## config.mk

```make
export PLATFORM = sky130hd
export DESIGN_NAME = addr_wake_rx
export DESIGN_NICKNAME = d
export VERILOG_FILES = /design/src/rtl/arx_pkg.sv /design/src/rtl/arx_sync.sv /design/src/rtl/arx_deframer.sv /design/src/rtl/arx_status.sv /design/src/rtl/addr_wake_rx.sv
export SDC_FILE = /design/constraint.sdc
export NUM_CORES = 1
export LEC_CHECK = 0
export BUFFER_PORTS_ARGS = -buffer_cell sky130_fd_sc_hd__buf_2
export CORE_MARGIN = 8
export CORE_UTILIZATION = 60
export DETAILED_ROUTE_END_ITERATION = 8
export HOLD_SLACK_MARGIN = 0.15
export PLACE_DENSITY = 0.82
export SLEW_MARGIN = 20
export SYNTH_ARGS = -nofsm -noshare
export SYNTH_HDL_FRONTEND = slang
export SYNTH_SLANG_ARGS = --single-unit
```

## constraint.sdc

```tcl
create_clock -name clk -period 2.2 [get_ports clk]
set_input_delay 0.44 -clock clk [delete_from_list [all_inputs] [get_ports clk]]
set_output_delay 0.44 -clock clk [all_outputs]
set_load 0.01 [all_outputs]
```

## src/rtl/arx_pkg.sv

```systemverilog
package arx_pkg;

    localparam int unsigned WORD_W = 9;
    localparam int unsigned OVS    = 16;

    typedef logic [WORD_W-1:0] word_t;

    typedef enum logic [1:0] {
        ST_IDLE  = 2'd0,
        ST_START = 2'd1,
        ST_DATA  = 2'd2,
        ST_STOP  = 2'd3
    } rx_state_e;

    typedef struct packed {
        word_t bits;
        logic  stop_ok;
    } frame_t;

    function automatic logic frame_msb(input word_t w, input logic nine);
        return nine ? w[WORD_W-1] : w[WORD_W-2];
    endfunction

    function automatic logic parity_bad(input word_t w, input logic odd);
        return (^w) ^ odd;
    endfunction

endpackage

```

## src/rtl/arx_sync.sv

```systemverilog
module arx_sync #(
    parameter int unsigned STAGES = 2
) (
    input  logic clk,
    input  logic rst,
    input  logic din,
    output logic dout
);
    logic [STAGES-1:0] chain_q;

    generate
        if (STAGES == 1) begin : g_one
            always_ff @(posedge clk) begin
                if (rst) chain_q <= 1'b1;
                else     chain_q <= din;
            end
        end else begin : g_many
            always_ff @(posedge clk) begin
                if (rst) chain_q <= '1;
                else     chain_q <= {chain_q[STAGES-2:0], din};
            end
        end
    endgenerate

    assign dout = chain_q[STAGES-1];
endmodule

```

## src/rtl/arx_deframer.sv

```systemverilog
module arx_deframer
    import arx_pkg::*;
#(
    parameter int unsigned OVS_N = OVS
) (
    input  logic   clk,
    input  logic   rst,
    input  logic   tick,
    input  logic   line,
    input  logic   nine,
    output logic   fr_valid,
    output frame_t fr
);
    localparam int unsigned CNT_W = $clog2(OVS_N);
    localparam int unsigned IDX_W = $clog2(WORD_W);
    localparam logic [CNT_W-1:0] CNT_HALF = CNT_W'(OVS_N/2 - 1);
    localparam logic [CNT_W-1:0] CNT_LAST = CNT_W'(OVS_N - 1);
    localparam logic [IDX_W-1:0] IDX_NINE = IDX_W'(WORD_W - 1);
    localparam logic [IDX_W-1:0] IDX_EIGHT = IDX_W'(WORD_W - 2);

    rx_state_e        state_q;
    logic [CNT_W-1:0] cnt_q;
    logic [IDX_W-1:0] idx_q;
    word_t            shreg_q;
    logic [IDX_W-1:0] last_idx;

    assign last_idx = nine ? IDX_NINE : IDX_EIGHT;

    always_ff @(posedge clk) begin
        if (rst) begin
            state_q  <= ST_IDLE;
            cnt_q    <= '0;
            idx_q    <= '0;
            shreg_q  <= '0;
            fr_valid <= 1'b0;
            fr       <= '0;
        end else begin
            fr_valid <= 1'b0;
            if (tick) begin
                unique case (state_q)
                    ST_IDLE: begin
                        if (!line) begin
                            state_q <= ST_START;
                            cnt_q   <= '0;
                        end
                    end
                    ST_START: begin
                        if (cnt_q == CNT_HALF) begin
                            cnt_q <= '0;
                            if (!line) begin
                                state_q <= ST_DATA;
                                idx_q   <= '0;
                                shreg_q <= '0;
                            end else begin
                                state_q <= ST_IDLE;
                            end
                        end else begin
                            cnt_q <= cnt_q + 1'b1;
                        end
                    end
                    ST_DATA: begin
                        if (cnt_q == CNT_LAST) begin
                            cnt_q          <= '0;
                            shreg_q[idx_q] <= line;
                            if (idx_q == last_idx) state_q <= ST_STOP;
                            else                   idx_q   <= idx_q + 1'b1;
                        end else begin
                            cnt_q <= cnt_q + 1'b1;
                        end
                    end
                    ST_STOP: begin
                        if (cnt_q == CNT_LAST) begin
                            cnt_q      <= '0;
                            fr_valid   <= 1'b1;
                            fr.bits    <= shreg_q;
                            fr.stop_ok <= line;
                            state_q    <= ST_IDLE;
                        end else begin
                            cnt_q <= cnt_q + 1'b1;
                        end
                    end
                    default: state_q <= ST_IDLE;
                endcase
            end
        end
    end
endmodule

```

## src/rtl/arx_status.sv

```systemverilog
module arx_status
    import arx_pkg::*;
(
    input  logic   clk,
    input  logic   rst,
    input  logic   fr_valid,
    input  frame_t fr,
    input  logic   fr_msb,
    input  logic   par_en,
    input  logic   par_odd,
    input  logic   par_ie,
    input  logic   mute_req,
    input  logic   rd_ack,
    output word_t  data_q,
    output logic   rdrf_q,
    output logic   pe_q,
    output logic   fe_q,
    output logic   muted_q,
    output logic   irq
);
    logic accept;
    logic bad_par;

    assign accept  = fr_valid && (!muted_q || fr_msb);
    assign bad_par = par_en && parity_bad(fr.bits, par_odd);

    always_ff @(posedge clk) begin
        if (rst) begin
            data_q  <= '0;
            rdrf_q  <= 1'b0;
            pe_q    <= 1'b0;
            fe_q    <= 1'b0;
            muted_q <= 1'b0;
        end else begin
            if (rd_ack) begin
                rdrf_q <= 1'b0;
                pe_q   <= 1'b0;
                fe_q   <= 1'b0;
            end
            if (accept) begin
                data_q <= fr.bits;
                rdrf_q <= 1'b1;
                if (bad_par)     pe_q <= 1'b1;
                if (!fr.stop_ok) fe_q <= 1'b1;
            end
            if (mute_req)                         muted_q <= 1'b1;
            else if (muted_q && fr_valid && fr_msb) muted_q <= 1'b0;
        end
    end

    assign irq = pe_q & par_ie;
endmodule

```

## src/rtl/addr_wake_rx.sv

```systemverilog
module addr_wake_rx
    import arx_pkg::*;
(
    input  logic              clk,
    input  logic              rst,
    input  logic              rxd,
    input  logic              baud_tick,
    input  logic              cfg_nine,
    input  logic              cfg_par_en,
    input  logic              cfg_par_odd,
    input  logic              cfg_par_ie,
    input  logic              mute_req,
    input  logic              rd_ack,
    output logic [WORD_W-1:0] rx_data,
    output logic              rdrf,
    output logic              par_err,
    output logic              frm_err,
    output logic              irq,
    output logic              muted
);
    logic   line_s;
    logic   fr_valid;
    frame_t fr;
    logic   fr_msb;

    arx_sync #(.STAGES(2)) u_sync (
        .clk  (clk),
        .rst  (rst),
        .din  (rxd),
        .dout (line_s)
    );

    arx_deframer #(.OVS_N(OVS)) u_deframer (
        .clk      (clk),
        .rst      (rst),
        .tick     (baud_tick),
        .line     (line_s),
        .nine     (cfg_nine),
        .fr_valid (fr_valid),
        .fr       (fr)
    );

    assign fr_msb = frame_msb(fr.bits, cfg_nine);

    arx_status u_status (
        .clk      (clk),
        .rst      (rst),
        .fr_valid (fr_valid),
        .fr       (fr),
        .fr_msb   (fr_msb),
        .par_en   (cfg_par_en),
        .par_odd  (cfg_par_odd),
        .par_ie   (cfg_par_ie),
        .mute_req (mute_req),
        .rd_ack   (rd_ack),
        .data_q   (rx_data),
        .rdrf_q   (rdrf),
        .pe_q     (par_err),
        .fe_q     (frm_err),
        .muted_q  (muted),
        .irq      (irq)
    );
endmodule

```

Yosys cells after proc, flatten, opt, wreduce, memory -nomap -nowiden
Cells that the tools add are included.

storage, ports and cells
  register bits after elaboration = 45
  input port bits = 10
  output and inout port bits = 14
  word-level logic and storage cells = 88

operators by class
  add/sub/neg operators = 2
  order comparisons = 2
  equal/unequal tests = 13
  muxes and demuxes = 35
  bitwise gates (word level) = 4
  reductions and logical operators = 19

operators by type and width
  kind                                                                           number
  4-bit 2-to-1 mux                                                               7
  9-bit 2-to-1 mux                                                               3
  9-bit one-hot mux with 2 select lines                                          1
  1-bit 2-to-1 mux                                                               13
  2-bit 2-to-1 mux                                                               6
  4-bit one-hot mux with 3 select lines                                          1
  6-bit AND reduction                                                            2
  9-bit bitwise mux                                                              1
  9-bit XOR reduction                                                            1
  4-bit by 1-bit adder with 4-bit output (second input constant)                 2
  2-bit by 1-bit != test with 1-bit output (second input constant)               4
  2-bit one-hot mux with 4 select lines                                          1
  4-bit one-hot mux with 2 select lines                                          1
  2-bit != test (second input constant)                                          3
  2-bit nonzero test                                                             3
  1-bit logical AND                                                              5
  4-bit by 5-bit less-than comparator with 1-bit output (second input constant)  1
  5-bit AND reduction                                                            1
  1-bit demux with 4-bit select                                                  1
  2-bit equality test (second input constant)                                    2
  4-bit by 3-bit equality test with 1-bit output (second input constant)         1
  4-bit equality test                                                            1
  4-bit equality test (second input constant)                                    1
  4-bit by 1-bit >= comparator with 1-bit output (second input constant)         1
  other kinds (11)                                                               12

Logic depth before layout (Yosys ltp)
  depth in word-level cells = 7
  mapped depth = 6
  depth with buffers taken out = 6

By module
Synthesis repeated with hierarchy kept, for this count alone.

unflattened totals
  cells, all modules = 222
  area, all modules = 2142.1 um^2

by module, submodules not included
  module        times used  cells an instance  area an instance (um^2)
  arx_deframer  1           162                1507.7
  arx_status    1           55                 566.8
  arx_sync      1           4                  52.6
  addr_wake_rx  1           1                  15.0

Least setup slack after synthesis
No wires, ideal clock.

  kind = register to register
  start point = register u_deframer.cnt_q[0]
  end point = register u_deframer.idx_q[2]
  arrival = 1.302 ns
  required time = 2.068 ns
  path slack = 0.766 ns
  cell stages (with the launch flop) = 7
  path buffers = 0
  clock period less this slack = 1.434 ns
  cell sequence = dfxtp_1 ha_1 and3_1 and2_2 and2_1 a31oi_1 a21oi_1

between the ends
  cells in the longest elaborated chain, start to end = 3

ends and longest elaborated chain
  element                                                                                       RTL line                                source
  start, declared                                                                               arx_deframer.sv:22                      logic [CNT_W-1:0] cnt_q;
  start signal, assigned                                                                        arx_deframer.sv:58                      cnt_q <= cnt_q + 1'b1;
  start signal, assigned                                                                        arx_deframer.sv:68                      cnt_q <= cnt_q + 1'b1;
  start signal, assigned                                                                        arx_deframer.sv:79                      cnt_q <= cnt_q + 1'b1;
  4-bit equality test / 4-bit by 3-bit equality test with 1-bit output (equally long branches)  arx_deframer.sv:62, arx_deframer.sv:48
  2-bit by 1-bit != test with 1-bit output (no source line)                                     -
  6-bit AND reduction (no source line) (*)                                                      -
  end signal, assigned                                                                          arx_deframer.sv:66                      else idx_q <= idx_q + 1'b1;
  end, declared                                                                                 arx_deframer.sv:23                      logic [IDX_W-1:0] idx_q;

Every way passes the cells marked *; elsewhere a longest branch is shown, timed or not.
A chain may end at the register's enable or synchronous reset.

Worst setup path in the final report
  start point = register u_deframer.state_q[0]
  end point = register u_deframer.idx_q[0]

between the ends
  cells in the longest elaborated chain, start to end = 3

ends and longest elaborated chain
  element                                                                                       RTL line            source
  start, declared                                                                               arx_deframer.sv:21  rx_state_e state_q;
  start signal, assigned                                                                        arx_deframer.sv:31  state_q <= ST_IDLE;
  start signal, assigned                                                                        arx_deframer.sv:43  state_q <= ST_START;
  start signal, assigned                                                                        arx_deframer.sv:51  state_q <= ST_DATA;
  2-bit equality test / 2-bit by 1-bit equality test with 1-bit output (equally long branches)  arx_deframer.sv:40  unique case (state_q)
  2-bit != test (no source line), or another cell as far along                                  -
  6-bit AND reduction (no source line)                                                          -

Several ways; a longest one is shown, not always the timed one.

==> results.py <==
metrics = {
    "cells_and_area": {
        "layout.nets": 268,
        "seqCellArea_sq_um": 900.9,
        "area_delta_synth_final_pct": 11.52,
        "fillerInstances": 268,
        "n_antenna_cell": 0,
        "layout-drive-gt1-share": 0.1693,
        "multi_input_area_sq_um": 1086,
    },
    "outcome": {
        "run_status": "finished, final reports clean",
    },
    "power_and_ir_drop": {
        "pwr_per_cell_area_nw_per_um2": 611.8,
        "p_leak_nw": 0.9117,
        "power_frac_seq": 0.588,
        "peak_supply_drop_mv": 0.4127,
        "power_share_of_the_combinational_group": 0.031,
        "power.share.switching": 0.2092,
        "cellInternalPower_mw": 1.108,
        "power.switching_uw": 293.1,
        "total_power_mw": 1.401,
        "share_clk_of_total_power": 0.381,
    },
    "clock_network": {
        "cts_made_buffers": 5,
        "cts_hold_repair.buffers": 0,
        "clock_sink_total": 45,
        "clock_pin_slew_on_the_worst_setup_and_hold_paths_ns": 0.13,
        "clk_latency_ns": 0.36,
        "postCtsResizedCells": 0,
        "tritoncts": "built",
        "cts_root_buf": "clkbuf_4",
        "clock_h_tree_levels": 2,
        "cts.repair_timing.setup_buffer_count": 0,
        "clock_tree.buffer_depth": 2,
    },
    "routing": {
        "avgViaCountPerCell": 5.410,
        "route.vias.total": 1623,
        "drtAntennaViolNets": 0,
        "initialDrtViolationCount": 119,
        "wire_per_inst_microns": 13.25,
        "total_drc_errors_in_the_routed_layout": 0,
        "finalWirelength_microns": 3976,
        "firstDrtPassIters": 4,
    },
    "synth": {
        "average_cell_area_after_synthesis_sq_um": 8.927,
        "postSynth.asyncResetShare": 0,
        "synth_enable_flop_cells": 0,
        "synth-seq-cells": 45,
        "mappedNetlistArea_sq_um": 2053,
        "synthesis.yosys.warnings": 0,
        "yosys_most_used_dff": "dfxtp_1",
        "syn-instance-count": 230,
        "synth_nets": 245,
        "seq_area_frac_synth": 0.4388,
        "post_synth_num_cell_types": 41,
    },
    "timing": {
        "max-slew-margin-rel": 0.4088,
        "fin_setup_tns_ns": 0,
        "timing_worst_slew_pin_value_ns": 0.8810,
        "min_period_ns": 1.906,
        "fin_worst_skew_ns": 0.008867,
        "layout_worst_path_cycle_share": 0.8665,
        "grt_setup_unrepaired": "no",
        "setup_ws_ns": 0.2937,
        "highest_clock_rate_mhz": 524.6,
        "final_max_slew_viol_count": 0,
        "report.final.setup_viol": 0,
        "timing.final.hold_violations": 0,
    },
    "setup_path": {
        "rr_endpoint": "u_deframer.idx_q[0]",
        "r2r_start": "u_deframer.state_q[0]",
        "cp-startpoint": "u_deframer.state_q[0]",
        "critical_path.endpoint": "u_deframer.idx_q[0]",
        "setup.worst_path.class": "reg -> reg",
        "worstRegToRegCells": 4,
        "crit_path_max_fanout": 13,
        "critical_path_required_ns": 2.47,
        "ff2ff_setup_slack_ns": 0.29,
        "critical_path.endpoint_type": "flop",
        "worst_setup_path_start_kind": "flop",
        "worstPathArrival_ns": 2.18,
    },
    "die": {
        "die_w_microns": 74.50,
        "floorplan.initialDensity": 0.6202,
        "die_outline_height_microns": 74.50,
        "io-pin-count": 24,
        "fp.coreArea_sq_um": 3311,
        "die-area_sq_um": 5550,
        "floorplan_row_count": 21,
    },
    "min_path": {
        "holdCritStartpoint": "rxd",
        "min_path_type": "in -> reg",
    },
    "grt": {
        "grt_overflow": 0,
        "wire_length_of_the_first_global_routing_pass_microns": 6575,
        "grt_max_degree": 26,
        "first_global_vias": 1504,
        "grtUsageTotal": 0.1519,
        "grt_antenna_before_repair": 0,
    },
    "job": {
        "maxCapViolCount": 0,
    },
    "placed_design": {
        "buffer_ports.inserted": 23,
        "gp_congestion": 0.8633,
        "final_hpwl_from_detailed_placement_microns": 2904,
        "place_ws_ns": 0.3389,
    },
}
-- area by class of cell --
class,count,share of cell area
Inverter,5,0.008197
Tap cell,46,0.02514
Timing Repair Buffer,26,0.06011
Clock buffer,6,0.02240
Multi-Input combinational cell,170,0.4743
Clock inverter,2,0.01639
Sequential cell,45,0.3934
-- sequential cells by signal, summed over array words and instances (netlist names), 2 cells and up, named ones only --
register            flops
u_deframer.fr          10
u_deframer.shreg_q      9
u_status.data_q         9
u_deframer.cnt_q        4
u_deframer.idx_q        4
u_sync.chain_q          2
-- power groups by stage --
stage                     clock network, mW  logic, mW  registers (mW)
after floorplan                           0     0.0272           0.840
after global placement                    0     0.0434           0.842
after detailed placement                  0     0.0434           0.842
after CTS                             0.545     0.0435           0.824
after global routing                  0.573     0.0476           0.826
final                                 0.533     0.0431           0.824
-- routing by layer --
metal | global-route usage | share of wire | vias to the layer above
li1 | - | - | 838
met1 | 0.1722 | 0.45 | 738
met2 | 0.2536 | 0.47 | 39
met3 | 0.04178 | 0.059 | 8
met4 | 0.07826 | 0.025 | 0
met5 | 0 | 0 | -
-- cell usage after synthesis (all sizes together) (2+ instances only) --
library cell / count / area [sq um]
and2: 3 / 20.02
or2: 2 / 12.51
a31oi: 2 / 12.51
a211oi: 2 / 15.01
and3: 2 / 12.51
a21oi: 25 / 125.1
buf: 4 / 25.02
inv: 5 / 18.77
mux2i: 21 / 210.2
nor2b: 6 / 37.54
xnor2: 7 / 61.31
nand2: 24 / 92.59
dfxtp: 45 / 900.9
nand2b: 3 / 18.77
a311oi: 2 / 17.52
clkbuf: 6 / 22.52
ha: 5 / 62.56
nor2: 35 / 147.6
o21ai: 14 / 70.07
-- worst min path at each step --
| stage | end | cells after the start |
|---|---|---|
| 2_1_floorplan | u_sync.chain_q[1] | 1 |
| 3_3_place_gp | u_sync.chain_q[1] | 1 |
| 3_5_place_dp | u_sync.chain_q[1] | 1 |
| 4_1_cts | u_sync.chain_q[0] | 2 |
| 5_1_grt | u_sync.chain_q[0] | 2 |
| 6_report | u_sync.chain_q[0] | 2 |
-- per-stage QoR --
step | util | cell area, sq um | hold slack (ns) | cells
4_1_cts | 0.6916 | 2290 | 0.2358 | 300
6_report | 0.6916 | 2290 | 0.2546 | 300
2_1_floorplan | - | 2053 | 0.3895 | 230
3_5_place_dp | 0.6648 | 2201 | 0.4014 | 292
3_3_place_gp | 0.6648 | 2201 | 0.3932 | 292
5_1_grt | 0.6916 | 2290 | 0.2365 | 300
-- worst max-delay path: stages (launching register included) --
cell      delay (ns)
dfxtp_1         0.53
and3b_1         0.23
o21ai_1         0.69
nor2_1          0.11
a211oi_1        0.26
-- logic make-up after synthesis --
logic type                 Yosys count  share of synthesized area
buffers and inverters               15                    0.03230
DFF                                 45                     0.4388
muxes                               21                     0.1024
AOI/OAI and AO/OA                   51                     0.1499
adders and majority gates            5                    0.03047
and+or+nand+nor                     84                     0.2011
xor gates and xnor gates             9                    0.04510
-- cells in the final DEF, fill, tap and decap left out, types with 2 or more instances in the layout --
cell type,n
a211oi_1,2
a311oi_1,2
a21oi_1,25
dfxtp_1,45
and2_1,2
clkbuf_4,5
nand2_1,23
nor2b_1,6
a31oi_1,2
buf_4,3
xnor2_1,7
buf_2,23
mux2i_1,21
nand2b_1,3
inv_1,5
o21ai_0,2
ha_1,5
and3_1,2
or2_2,2
o21ai_1,12
nor2_1,34
No activity file was read; power rests on OpenSTA's default activity.
